### src/rtl/fbmac_pkg.sv
package fbmac_pkg;

  // Control decoded from one overlapping multiplier triplet
  typedef struct packed {
    logic neg;  // row is inverted, +1 added at its low column
    logic dbl;  // magnitude is twice the multiplicand
    logic nz;   // row is non-zero
  } booth_sel_t;

  function automatic booth_sel_t booth_decode(input logic [2:0] trip);
    booth_sel_t s;
    s.neg = trip[2] & ~(trip[1] & trip[0]);
    s.dbl = (trip == 3'b011) || (trip == 3'b100);
    s.nz  = (trip != 3'b000) && (trip != 3'b111);
    return s;
  endfunction

  // Column boundary idx (0..4) of the four reduction clusters; the middle
  // ranges are narrower because their columns hold the most live bits.
  function automatic int cluster_edge(input int idx, input int op_w, input int acc_w);
    case (idx)
      0:       return 0;
      1:       return (3 * op_w) / 4;
      2:       return (5 * op_w) / 4;
      3:       return (7 * op_w) / 4;
      default: return acc_w;
    endcase
  endfunction

endpackage

### src/rtl/fbmac_booth_rows.sv
module fbmac_booth_rows #(
  parameter int OP_W  = 16,
  parameter int ACC_W = 40,
  localparam int NPP  = OP_W / 2
) (
  input  logic [OP_W-1:0]             mcand,
  input  logic [OP_W-1:0]             mplier,
  output logic [NPP-1:0][ACC_W-1:0]   rows,
  output logic [ACC_W-1:0]            corr
);
  import fbmac_pkg::*;

  logic [OP_W:0]      mp_ext;   // multiplier with an implicit zero below bit 0
  logic [ACC_W-1:0]   m_one;
  logic [ACC_W-1:0]   m_two;
  logic [NPP-1:0]     row_neg;

  assign mp_ext = {mplier, 1'b0};
  assign m_one  = {{(ACC_W-OP_W){mcand[OP_W-1]}}, mcand};
  assign m_two  = {m_one[ACC_W-2:0], 1'b0};

  for (genvar g = 0; g < NPP; g++) begin : g_row
    booth_sel_t       sel;
    logic [ACC_W-1:0] mag;
    logic [ACC_W-1:0] signed_row;

    assign sel = booth_decode(mp_ext[2*g+2 -: 3]);

    always_comb begin
      if (!sel.nz)     mag = '0;
      else if (sel.dbl) mag = m_two;
      else             mag = m_one;
      signed_row = sel.neg ? ~mag : mag;
    end

    assign rows[g]    = signed_row << (2 * g);
    assign row_neg[g] = sel.neg;
  end

  always_comb begin
    corr = '0;
    for (int i = 0; i < NPP; i++) begin
      corr[2*i] = row_neg[i];
    end
  end

endmodule

### src/rtl/fbmac_cluster.sv
module fbmac_cluster #(
  parameter int ACC_W = 40,
  parameter int NOPS  = 12,
  parameter int LO    = 0,
  parameter int HI    = 12,
  parameter int OUT_W = 16,
  localparam int W    = HI - LO
) (
  input  logic [NOPS-1:0][ACC_W-1:0] ops,
  output logic [OUT_W-1:0]           total
);
  // Carry-propagate sum of one column range of every operand; OUT_W may
  // exceed W to keep the carry-out, or equal W to drop it (top range).
  always_comb begin
    total = '0;
    for (int k = 0; k < NOPS; k++) begin
      total = total + OUT_W'(ops[k][HI-1:LO]);
    end
  end

endmodule

### src/rtl/fbmac_resolve.sv
module fbmac_resolve #(
  parameter int ACC_W = 40
) (
  input  logic             clk,
  input  logic             rst_n,
  input  logic             load,
  input  logic [ACC_W-1:0] vec_a,
  input  logic [ACC_W-1:0] vec_b,
  input  logic [ACC_W-1:0] vec_c,
  output logic [ACC_W-1:0] res,
  output logic             res_vld
);
  logic             pend;
  logic [ACC_W-1:0] sum3;

  always_comb begin
    sum3 = vec_a + vec_b + vec_c;
  end

  always_ff @(posedge clk or negedge rst_n) begin
    if (!rst_n) pend <= 1'b0;
    else        pend <= load;
  end

  always_ff @(posedge clk or negedge rst_n) begin
    if (!rst_n) begin
      res     <= '0;
      res_vld <= 1'b0;
    end else begin
      res_vld <= pend;
      if (pend) res <= sum3;
    end
  end

endmodule

### src/rtl/fused_booth_mac.sv
module fused_booth_mac #(
  parameter int OP_W  = 16,
  parameter int ACC_W = 40,
  parameter int PIPE  = 1
) (
  input  logic             clk,
  input  logic             rst_n,
  input  logic             in_vld,
  input  logic             in_clr,
  input  logic [OP_W-1:0]  mcand,
  input  logic [OP_W-1:0]  mplier,
  output logic [ACC_W-1:0] res,
  output logic             res_vld
);
  import fbmac_pkg::*;

  localparam int NPP  = OP_W / 2;
  localparam int NOPS = NPP + 4;          // rows, correction, three state vectors
  localparam int CW   = $clog2(NOPS);     // carry-out width of one cluster
  localparam int NCL  = 4;
  localparam int LAT  = 2 + PIPE;
  localparam int C1   = cluster_edge(1, OP_W, ACC_W);
  localparam int C2   = cluster_edge(2, OP_W, ACC_W);
  localparam int C3   = cluster_edge(3, OP_W, ACC_W);

  // ---------------- Booth stage ----------------
  logic [NPP-1:0][ACC_W-1:0] pp_c;
  logic [ACC_W-1:0]          corr_c;

  fbmac_booth_rows #(.OP_W(OP_W), .ACC_W(ACC_W)) u_rows (
    .mcand (mcand),
    .mplier(mplier),
    .rows  (pp_c),
    .corr  (corr_c)
  );

  logic [NPP-1:0][ACC_W-1:0] stg_pp;
  logic [ACC_W-1:0]          stg_corr;
  logic                      stg_vld;
  logic                      stg_clr;

  if (PIPE != 0) begin : g_pipe
    always_ff @(posedge clk or negedge rst_n) begin
      if (!rst_n) begin
        stg_pp   <= '0;
        stg_corr <= '0;
      end else if (in_vld) begin
        stg_pp   <= pp_c;
        stg_corr <= corr_c;
      end
    end
    always_ff @(posedge clk or negedge rst_n) begin
      if (!rst_n) begin
        stg_vld <= 1'b0;
        stg_clr <= 1'b0;
      end else begin
        stg_vld <= in_vld;
        stg_clr <= in_clr;
      end
    end
  end else begin : g_direct
    assign stg_pp   = pp_c;
    assign stg_corr = corr_c;
    assign stg_vld  = in_vld;
    assign stg_clr  = in_clr;
  end

  // ---------------- Fused reduction ----------------
  logic [ACC_W-1:0]           st_a, st_b, st_c;
  logic [ACC_W-1:0]           nxt_a, nxt_b, nxt_c;
  logic [NOPS-1:0][ACC_W-1:0] ops;
  logic                       stg_upd;
  logic [CW-1:0]              carry [NCL-1];

  assign stg_upd = stg_vld | stg_clr;

  always_comb begin
    for (int k = 0; k < NPP; k++) begin
      ops[k] = stg_vld ? stg_pp[k] : '0;
    end
    ops[NPP]   = stg_vld ? stg_corr : '0;
    ops[NPP+1] = stg_clr ? '0 : st_a;
    ops[NPP+2] = stg_clr ? '0 : st_b;
    ops[NPP+3] = stg_clr ? '0 : st_c;
  end

  for (genvar g = 0; g < NCL; g++) begin : g_cl
    localparam int LO = cluster_edge(g, OP_W, ACC_W);
    localparam int HI = cluster_edge(g + 1, OP_W, ACC_W);
    localparam int W  = HI - LO;

    if (g < NCL - 1) begin : g_keep
      logic [W+CW-1:0] tot;
      fbmac_cluster #(
        .ACC_W(ACC_W), .NOPS(NOPS), .LO(LO), .HI(HI), .OUT_W(W + CW)
      ) u_cl (
        .ops  (ops),
        .total(tot)
      );
      assign nxt_a[HI-1:LO] = tot[W-1:0];
      assign carry[g]       = tot[W+CW-1:W];
    end else begin : g_wrap
      logic [W-1:0] tot;
      fbmac_cluster #(
        .ACC_W(ACC_W), .NOPS(NOPS), .LO(LO), .HI(HI), .OUT_W(W)
      ) u_cl (
        .ops  (ops),
        .total(tot)
      );
      assign nxt_a[HI-1:LO] = tot;
    end
  end

  // Carries land at the first column of the next range; ranges 0 and 2
  // share one sparse vector, range 1 uses the other.
  always_comb begin
    nxt_b = '0;
    nxt_c = '0;
    nxt_b[C1 +: CW] = carry[0];
    nxt_b[C3 +: CW] = carry[2];
    nxt_c[C2 +: CW] = carry[1];
  end

  always_ff @(posedge clk or negedge rst_n) begin
    if (!rst_n) begin
      st_a <= '0;
      st_b <= '0;
      st_c <= '0;
    end else if (stg_upd) begin
      st_a <= nxt_a;
      st_b <= nxt_b;
      st_c <= nxt_c;
    end
  end

  // ---------------- Redundant to binary ----------------
  fbmac_resolve #(.ACC_W(ACC_W)) u_resolve (
    .clk    (clk),
    .rst_n  (rst_n),
    .load   (stg_upd),
    .vec_a  (st_a),
    .vec_b  (st_b),
    .vec_c  (st_c),
    .res    (res),
    .res_vld(res_vld)
  );

  // ---------------- Assertions ----------------
  AST_CLR_EMPTIES: assert property (@(posedge clk) disable iff (!rst_n)
    (stg_clr && !stg_vld) |=> (st_a == '0 && st_b == '0 && st_c == '0));

  AST_IDLE_KEEPS: assert property (@(posedge clk) disable iff (!rst_n)
    !(stg_vld || stg_clr) |=> ($stable(st_a) && $stable(st_b) && $stable(st_c)));

  AST_RES_STEADY: assert property (@(posedge clk) disable iff (!rst_n)
    !res_vld |-> $stable(res));

  AST_VLD_LATENCY: assert property (@(posedge clk) disable iff (!rst_n)
    res_vld |-> $past(in_vld || in_clr, LAT));

  AST_CLR_RESULT_ZERO: assert property (@(posedge clk) disable iff (!rst_n)
    (stg_clr && !stg_vld) |=> ##1 (res_vld && res == '0));

endmodule

### config.mk
export PLATFORM = sky130hd
export DESIGN_NAME = fused_booth_mac
export DESIGN_NICKNAME = d
export VERILOG_FILES = /design/src/rtl/fbmac_pkg.sv /design/src/rtl/fbmac_booth_rows.sv /design/src/rtl/fbmac_cluster.sv /design/src/rtl/fbmac_resolve.sv /design/src/rtl/fused_booth_mac.sv
export SDC_FILE = /design/constraint.sdc
export NUM_CORES = 1
export LEC_CHECK = 0
export CORE_ASPECT_RATIO = 0.5
export CORE_MARGIN = 8
export CORE_UTILIZATION = 68
export DETAILED_ROUTE_END_ITERATION = 8
export DONT_BUFFER_PORTS = 1
export PLACE_DENSITY_LB_ADDON = 0.25
export SETUP_SLACK_MARGIN = 0.1
export SYNTH_ARGS = -nofsm -noshare
export SYNTH_HDL_FRONTEND = slang
export SYNTH_SLANG_ARGS = --single-unit
### constraint.sdc
create_clock -name clk -period 9.91 [get_ports clk]
set_input_delay 1.982 -clock clk [delete_from_list [all_inputs] [get_ports clk]]
set_output_delay 1.982 -clock clk [all_outputs]
set_load 0.05 [all_outputs]
# Word-level counts from Yosys, hierarchy flattened
# Index checks and enable logic that the tools add are counted.
dict set report classes {
  n_addsub 46
  mul 0
  n_div 0
  n_lt_le_gt_ge 0
  eq_ne 22
  n_shift 0
  n_mux 36
  n_bitwise 30
  n_reduce_logical 22
}
# operator count
set op_table {}
lappend op_table {{$mux W40} 11}
lappend op_table {{$add A12 B8 Y12} 17}
lappend op_table {{$add A16 B12 Y16} 10}
lappend op_table {{$mux W16} 8}
lappend op_table {{$add A12 B12 Y12} 8}
lappend op_table {{$mux W32} 3}
lappend op_table {{$mux W38} 2}
lappend op_table {{$mux W36} 2}
lappend op_table {{$mux W34} 2}
lappend op_table {{$mux W30} 2}
lappend op_table {{$mux W28} 2}
lappend op_table {{$mux W26} 2}
lappend op_table {{$add A40 B24 Y40} 1}
lappend op_table {{$add A40 B32 Y40} 1}
lappend op_table {{$not A40 Y40} 1}
lappend op_table {{$not A38 Y38} 1}
lappend op_table {{$add A12 B1 Y12 const B} 3}
lappend op_table {{$not A36 Y36} 1}
lappend op_table {{$not A34 Y34} 1}
lappend op_table {{$not A32 Y32} 1}
lappend op_table {{$not A30 Y30} 1}
lappend op_table {{$not A28 Y28} 1}
lappend op_table {{$not A26 Y26} 1}
lappend op_table {{$add A12 B4 Y12} 2}
lappend op_table {{15 further kinds} 72}
dict set report word_totals {
  regBits 368
  latch_bits 0
  ramBits 0
  romBits 0
  in_bits 36
  out_inout_bits 41
  elab_cells 173
  mem_count 0
}

# Depth between registers and ports, before layout
# Gate-level depths: netlist (run 1).
dict set report depth {
  ltp_word 12
  depth_mapped 25
  ltp_nobuf 23
}

# Hierarchy
# From an unflattened synthesis (run 1), not the netlist that was laid out.
dict set report hier_totals {
  cells_unflattened 3865
  hier_area_um2 42603.4
}
# mod instances cells_per_inst area_per_inst_um2 seq_area_each_um2
set modules_own_cells {}
lappend modules_own_cells {fused_booth_mac 1 1332 19477.4 10359.9}
lappend modules_own_cells {fbmac_booth_rows 1 798 6411.1 0.0}
lappend modules_own_cells {fbmac_resolve 1 451 4485.6 1051.0}
lappend modules_own_cells {{fbmac_cluster (g_cl[0].g_keep.u_cl)} 1 414 3863.7 0.0}
lappend modules_own_cells {{fbmac_cluster (g_cl[3].g_wrap.u_cl)} 1 337 3240.6 0.0}
lappend modules_own_cells {{fbmac_cluster (g_cl[1].g_keep.u_cl)} 1 267 2570.0 0.0}
lappend modules_own_cells {{fbmac_cluster (g_cl[2].g_keep.u_cl)} 1 266 2555.0 0.0}

# Worst setup path before layout (run 1)
# No wires, ideal clock.
dict set report synth_timing {
  path_type {reg2reg}
  from {reg stg_vld}
  to {reg st_b[14]}
  setup_ps 133
  t_arrival_ps 5997
  t_required_ps 9777
  setup_slack_ps 3779
  path_stages_with_launch 26
  n_path_buf 2
  period_less_slack_ps 6131
  path_cell_list {dfrtp_1 -> clkbuf_1 -> clkbuf_1 -> and2_1 -> ha_1 -> fa_1 -> a21o_1 -> a21oi_1 -> nor2b_1 -> o21a_1 -> nor4_1 -> nor2_1 -> xor2_1 -> fa_1 -> inv_1 -> fa_1 -> inv_1 -> fa_1 -> fa_1 -> ha_1 -> o21a_1 -> o31a_1 -> or4_1 -> a31oi_1 -> xor2_1 -> o21ai_0}
}
dict set report synth_between {
  elab_chain_cells 12
  elab_cells_between_ends 19
  cone_classes {11 x add/sub; 7 x mux; 1 x bitwise}
}
# element line_no
set synth_lines {}
lappend synth_lines {{start: declaration} fused_booth_mac.sv:39} ;# logic stg_vld;
lappend synth_lines {{start signal: assignment} fused_booth_mac.sv:57} ;# stg_vld <= in_vld;
lappend synth_lines {{$mux W40} fused_booth_mac.sv:79} ;# ops[k] = stg_vld ? stg_pp[k] : '0;
lappend synth_lines {{$add A12 B12 Y13} fbmac_cluster.sv:17} ;# total = total + OUT_W'(ops[k][HI-1:LO]);
lappend synth_lines {{$add A16 B12 Y16 (10 in series)} fbmac_cluster.sv:17}
lappend synth_lines {{end signal: assignment} fused_booth_mac.sv:131} ;# st_b <= nxt_b;
lappend synth_lines {{end: declaration} fused_booth_mac.sv:69} ;# logic [ACC_W-1:0] st_a, st_b, st_c;
# Parallel ways exist; a longest one is shown, timed or not.
# A chain may end at the register's enable or synchronous reset.

# Worst setup path in the final report (run 1)
dict set report layout_timing {
  from {reg stg_vld}
  to {reg st_a[38]}
}
dict set report layout_between {
  elab_chain_cells 12
  elab_cells_between_ends 20
  cone_classes {11 x add/sub; 8 x mux; 1 x bitwise}
}
# element line_no
set layout_lines {}
lappend layout_lines {{$mux W40} fused_booth_mac.sv:79}
lappend layout_lines {{$add A12 B12 Y12 (7 in series)} fbmac_cluster.sv:17}
lappend layout_lines {{$add A12 B1 Y12} fbmac_cluster.sv:17}
lappend layout_lines {{$add A12 B12 Y12} fbmac_cluster.sv:17}
lappend layout_lines {{$add A12 B4 Y12} fbmac_cluster.sv:17}
lappend layout_lines {{$add A12 B1 Y12} fbmac_cluster.sv:17}
lappend layout_lines {{end signal: assignment} fused_booth_mac.sv:130} ;# st_a <= nxt_a;
lappend layout_lines {{end: declaration} fused_booth_mac.sv:69}
# Parallel ways exist; a longest one is shown, timed or not.

==> results by group, run 1 <==
Power and ir drop
  – Internal: 4070 µW
  – Static Leak: 0.00970 µW
  – VDD IR max: 209 µV
  – Switch Pwr: 3550 µW
  – Pwr Density: 355 nW/µm²
  – Total power: 7620 µW
  – Sw frac: 0.466
  – Gate power share: 0.624
  – Seq pwr share: 0.243
  – Clock power frac: 0.133

Yosys
  – Mapped Cells: 2321
  – Share of flip-flops with an asynchronous set or reset: 1.00
  – Part of the Yosys area used for sequential elements: 0.291
  – Synth cell types: 57
  – Mapped cell area: 20600 µm²
  – #FFs+latches synth: 240
  – Main synth FF type: dfrtp_1
  – Yosys warning count: 0
  – Syn nets: 2652
  – Post-synth EDFFs: 0
  – Avg Synthesized Cell Area: 8.89 µm²

Critical path
  – Startpoint Class: flip-flop
  – Crit-path max FO: 48
  – Worst r2r src: stg_vld
  – Critical path destination: st_a[38]
  – Most Frequent Cell on Critical Path: fa_1
  – CP required: 10300 ps
  – Critical path class: reg -> reg
  – WP data arrival: 7020 ps
  – Critical path, cell by cell: buf_4 -> nand2_1 -> fa_1 -> fa_1 -> inv_1 -> fa_1 -> inv_1 -> fa_1 -> fa_1 -> inv_1 -> ha_1 -> a21oi_1 -> o21ai_1 -> o31a_1 -> or4_1 -> a31oi_1 -> xor2_1 -> o21ai_0
  – Worst reg-to-reg path cell count: 18
  – Crit path from: stg_vld
  – CP peak stage delay: 820 ps
  – Crit. End Element: flip-flop
  – Worst path bufs/invs: 4
  – CP max stage cell: fa_1
  – Critical path depth in cells: 18
  – Worst path top cell family by delay: adder cells
  – FF-to-FF End: st_a[38]
  – Reg-to-reg slack, setup: 3290 ps

Timing
  – Final Hold Fails: 0
  – Setup ws final: 3290 ps
  – Max Slew Vio Count: 0
  – Sum of negative setup slack: 0 ps
  – Fmax: 151 MHz
  – WHS: 508 ps
  – Minimum clock period: 6620 ps
  – RSZ-0062 raised after global routing: no
  – Worst Skew: 21.4 ps
  – Worst Tran Pin Value: 1290 ps
  – Final period utilization: 0.668
  – Slew margin rel.: 0.137
  – Final setup fails: 0

Floorplan
  – Die width: 262 µm
  – I/O pin total: 77
  – Num rows: 45
  – Die ar.: 36500 µm²
  – Initial Util: 0.686
  – Die height: 139 µm
  – Core region area: 30100 µm²

Layout
  – Final non-filler cell total: 2607
  – Antenna Cells: 0
  – Area delta synth->final: 3.96%
  – Share of layout cells above drive strength 1: 0.0399
  – Multi-input gate area: 13200 µm²
  – # fillers: 2287
  – Register area: 6010 µm²
  – Nets: 2524

Clocking
  – CTS root buf: clkbuf_16
  – Clk slew on worst S/H paths: 70 ps
  – CTS Buf Count: 24
  – Maximum clock insertion buffer count: 3
  – Clock latency on the worst-skew pair: 550 ps
  – CTS tree: done
  – Setup Buffers After CTS: 0
  – Clock sink count: 240
  – PostCTS Resize Cnt: 0
  – Hold-fix buffers, CTS: 0
  – Htree depth: 1

Detailed routing
  – Drt pass-1 iters: 6
  – Routed Antenna Nets: 0
  – Wirelength, routed: 52800 µm
  – Iteration-0 DRC count of the detailed router: 1617
  – Vias: 15900
  – Wire per inst: 20.2 µm
  – Avg Vias per Cell: 6.11
  – Residual DRC: 0

Placement
  – HPWL Detailed: 37700 µm
  – I/O Buffers: 0
  – Routability Congestion: 0.925
  – DP Cell Count: 2566
  – DP Worst Slack: 3330 ps

GRT
  – Largest net degree at the start of global routing: 289
  – First-pass GRT wire length: 84600 µm
  – Initial antenna violation count: 0
  – Global route total overflow: 0
  – GRT Util Overall: 0.287
  – Vias in the first global route: 15400

Hold path
  – Tightest Hold Check Type: reg -> reg

Job
  – Max-cap violations: 0

Status
  – Run status: finished clean
==> registers in the layout, summed over array words and instances (netlist names) <==
register,cells
stg_pp,136
st_a,40
u_resolve.res,40
st_b,8
stg_corr,8
st_c,4
stg_clr,1
stg_vld,1
u_resolve.pend,1
u_resolve.res_vld,1
==> cell usage after synthesis, types with 5 or more instances <==
master	instances	area, µm²
o21a_1	10	75.1
o21bai_1	5	37.5
clkbuf_1	118	443
mux2i_1	19	190
mux2_2	24	270
o22ai_1	98	613
xnor2_1	156	1370
a31oi_1	13	81.3
nand2b_1	22	138
a21oi_1	303	1520
a21o_1	22	165
nand3b_1	5	37.5
nor3_1	16	80.1
o21ai_1	5	25.0
nor2_1	229	860
ha_1	121	1510
nand3_1	26	130
buf_2	7	35.0
inv_1	222	833
nor2b_1	37	231
nand2_1	152	571
a211oi_1	13	97.6
and2_1	106	663
xor2_1	30	263
buf_1	41	154
fa_1	174	3480
dfrtp_1	240	6010
and3_1	5	31.3
o31ai_1	6	45.0
o21ai_0	50	250
==> cells in the final DEF (no fill, tap or decap), types with 50 or more instances in the layout <==
master / n
ha_1: 121
and2_1: 106
xnor2_1: 156
o22ai_1: 98
inv_1: 222
fa_1: 174
nor2_1: 228
dfrtp_1: 238
nand2_1: 152
o21ai_0: 50
a21oi_1: 303
==> routing by layer <==
metal,global-route usage,vias up,part of all wire
li1,-,7365,-
met5,0,-,0
met2,0.441,627,0.44
met4,0.0802,0,0.027
met1,0.396,7834,0.43
met3,0.0827,106,0.10
==> metrics by stage <==
stage	util	instance area (µm²)
2_1_floorplan	-	20600
3_3_place_gp	0.685	20600
3_5_place_dp	0.685	20600
4_1_cts	0.713	21400
5_1_grt	0.713	21400
6_report	0.713	21400
==> kinds of logic (layout without fill, tap and decap cells) <==
family	Yosys count	after routing	synth area share
AND/OR/NAND/NOR	620	620	0.141
flip-flops	240	240	0.291
buffers and inverters	389	276	0.0712
multiplexers	43	43	0.0223
AO/OA/AOI/OAI	548	548	0.153
XOR/XNOR	186	186	0.0790
adder cells (fa/ha/maj)	295	295	0.242
==> area by class of cell <==
cell class | count | share of cell area
Tap cell | 399 | 0.0233
Inverter | 223 | 0.0390
Clock buffer | 30 | 0.0305
Multi-Input combinational cell | 1692 | 0.614
Clock inverter | 11 | 0.00899
Timing Repair Buffer | 12 | 0.00420
Sequential cell | 240 | 0.280
==> how the worst min path moves through the flow <==
stage              startpoint                 to  slack (ps)  cells after the start
2_1_floorplan  u_resolve.pend  u_resolve.res_vld         350                      0
3_3_place_gp          st_a[1]            st_a[1]         480                      2
3_5_place_dp         st_a[29]           st_a[29]         490                      2
4_1_cts              st_a[29]           st_a[29]         510                      2
5_1_grt            stg_pp[87]         stg_pp[87]         540                      2
6_report          stg_corr[0]        stg_corr[0]         510                      1
==> worst reg2reg max path: cells and delay by family, from the launching register on <==
family | cells | cell delay, ps
compound gates | 5 | 920
flops | 1 | 730
fa+ha+maj | 6 | 3190
buf+inv | 4 | 780
xor+xnor | 1 | 150
simple gates | 2 | 700
==> power groups by stage <==
stage / Clock (µW) / Combinational (µW) / Sequential [µW]
finish: 1020 / 4750 / 1850
CTS: 1030 / 4760 / 1840
detailed placement: 0 / 4690 / 1860
global route: 1060 / 5400 / 1870
floorplan: 0 / 3830 / 1730
global placement: 0 / 4520 / 1850
Note: power is estimated with default switching activity, not from simulation.
==> run 2: changes to the inputs <==
CORE_UTILIZATION = 60   (was 68)
clock period = 5.95 ns   (was 9.91 ns; I/O delays follow)
==> results by group, run 2 (synthesis gave the netlist of run 1 again) <==
Status
  – Run status: finished clean

Floorplan
  – Core region area: 34200 µm²
  – Num rows: 48
  – Die height: 147 µm
  – I/O pin total: 77
  – Die width: 278 µm
  – Initial Util: 0.604
  – Die ar.: 40900 µm²

GRT
  – Initial antenna violation count: 4
  – Global route total overflow: 0
  – GRT Util Overall: 0.260
  – Largest net degree at the start of global routing: 289
  – Vias in the first global route: 15200
  – First-pass GRT wire length: 85700 µm

Critical path
  – FF-to-FF End: st_b[14]
  – Worst path top cell family by delay: adder cells
  – Critical path class: reg -> reg
  – Most Frequent Cell on Critical Path: buf_4
  – Crit-path max FO: 20
  – Critical path depth in cells: 24
  – CP required: 6370 ps
  – Critical path, cell by cell: buf_4 -> and2_1 -> ha_4 -> a21o_1 -> a21oi_2 -> buf_4 -> buf_4 -> buf_4 -> buf_4 -> xnor2_1 -> fa_1 -> inv_1 -> fa_1 -> inv_1 -> ha_1 -> ha_1 -> ha_4 -> a21oi_2 -> o21ai_1 -> o31a_1 -> or4_1 -> a31oi_1 -> xor2_1 -> o21ai_1
  – Worst reg-to-reg path cell count: 24
  – Startpoint Class: flip-flop
  – Reg-to-reg slack, setup: 190 ps
  – Worst r2r src: stg_vld
  – CP peak stage delay: 580 ps
  – WP data arrival: 6180 ps
  – Worst path bufs/invs: 7
  – CP max stage cell: fa_1
  – Crit. End Element: flip-flop

Clocking
  – CTS root buf: clkbuf_16
  – Maximum clock insertion buffer count: 3
  – CTS Buf Count: 25
  – Clock sink count: 240
  – Clk slew on worst S/H paths: 70 ps
  – Hold-fix buffers, CTS: 0
  – Htree depth: 1
  – CTS tree: done
  – Clock latency on the worst-skew pair: 560 ps

Detailed routing
  – Routed Antenna Nets: 0
  – Vias: 15800
  – Wirelength, routed: 53500 µm
  – Wire per inst: 19.8 µm
  – Avg Vias per Cell: 5.87
  – Residual DRC: 0
  – Drt pass-1 iters: 6
  – Iteration-0 DRC count of the detailed router: 1415

Timing
  – WHS: 347 ps
  – Worst Skew: 9.46 ps
  – Slew margin rel.: 0.233
  – Sum of negative setup slack: 0 ps
  – RSZ-0062 raised after global routing: yes
  – Final period utilization: 0.968
  – Worst Tran Pin Value: 1150 ps
  – Fmax: 174 MHz
  – Max Slew Vio Count: 0
  – Minimum clock period: 5760 ps
  – Final Hold Fails: 0
  – Final setup fails: 0
  – Setup ws final: 189 ps

Layout
  – Top reg by flops: stg_pp
  – Most frequent cells in the layout: a21oi_1, dfrtp_1, nor2_1
  – Final non-filler cell total: 2698
  – Top flop regs: stg_pp: 136 flops, st_a: 40 flops, u_resolve.res: 40 flops
  – Nets: 2559
  – Share of layout cells above drive strength 1: 0.0757
  – Max FFs per register: 136
  – Area delta synth->final: 7.26%
  – Most common cell after layout, fill and taps aside: a21oi_1

Power and ir drop
  – Pwr Density: 594 nW/µm²
  – VDD IR max: 392 µV
  – Static Leak: 0.00994 µW

Placement
  – I/O Buffers: 0
  – DP Worst Slack: -9.90 ps
  – Routability Congestion: 0.892
  – HPWL Detailed: 37700 µm
  – DP Cell Count: 2627

Job
  – Max-cap violations: 0

Hold path
  – Tightest Hold Check Type: in -> async
run 2: layout make-up:
cell class                      instances  area (µm²)
Fill cell                            2778       12000
Clock buffer                           29         651
Inverter                              223         837
Multi-Input combinational cell       1692       13400
Antenna cell                            1        2.50
Timing Repair Buffer                   46         428
Clock inverter                         17         241
Sequential cell                       240        6010
Tap cell                              450         563
run 2: stage by stage:
| step | area (µm²) | power, µW | utilization |
|---|---|---|---|
| floorplan | 20700 | 9280 | - |
| detailed placement | 20800 | 11000 | 0.609 |
| global route | 22100 | 14400 | 0.647 |
| CTS | 21900 | 12900 | 0.642 |
| finish | 22100 | 13100 | 0.647 |
| global placement | 20800 | 10800 | 0.609 |
run 2: worst reg2reg max path, cell delays in order (launching register included):
cell	delay [ps]
dfrtp_4	510
buf_4	200
and2_1	180
ha_4	290
a21o_1	140
a21oi_2	70
buf_4	140
buf_4	120
buf_4	120
buf_4	120
xnor2_1	180
fa_1	580
inv_1	60
fa_1	530
inv_1	50
ha_1	320
ha_1	360
ha_4	280
a21oi_2	190
o21ai_1	140
o31a_1	270
or4_1	400
a31oi_1	170
xor2_1	160
o21ai_1	70
run 2: layer usage:
layer,GRT usage,up-vias,part of all wire
li1,-,7431,-
met1,0.380,7806,0.45
met2,0.390,517,0.44
met3,0.0594,90,0.085
met4,0.0626,2,0.021
met5,0,-,0.00024
run 2: repair_timing:
item	CTS	global route
gates resized for setup	8	33
buffers inserted	17	5
gates cloned	2	0
setup endpoints to repair	3	10
hold endpoints to repair	0	0
pin swaps	16	34
run 2: worst max path at each step:
stage,start,to,slack (ps)
after floorplan,stg_vld,st_a[38],130
after global placement,stg_vld,st_b[14],60
after detailed placement,stg_vld,st_b[14],-10
after CTS,stg_vld,st_b[14],60
after global routing,stg_vld,st_c[22],-10
final,stg_vld,st_b[14],190
run 2: where the power goes:
part / internal, µW / switching [µW]
Clock: 1010 / 740
Combinational: 3910 / 4430
Sequential: 2140 / 916
Total: 7060 / 6090
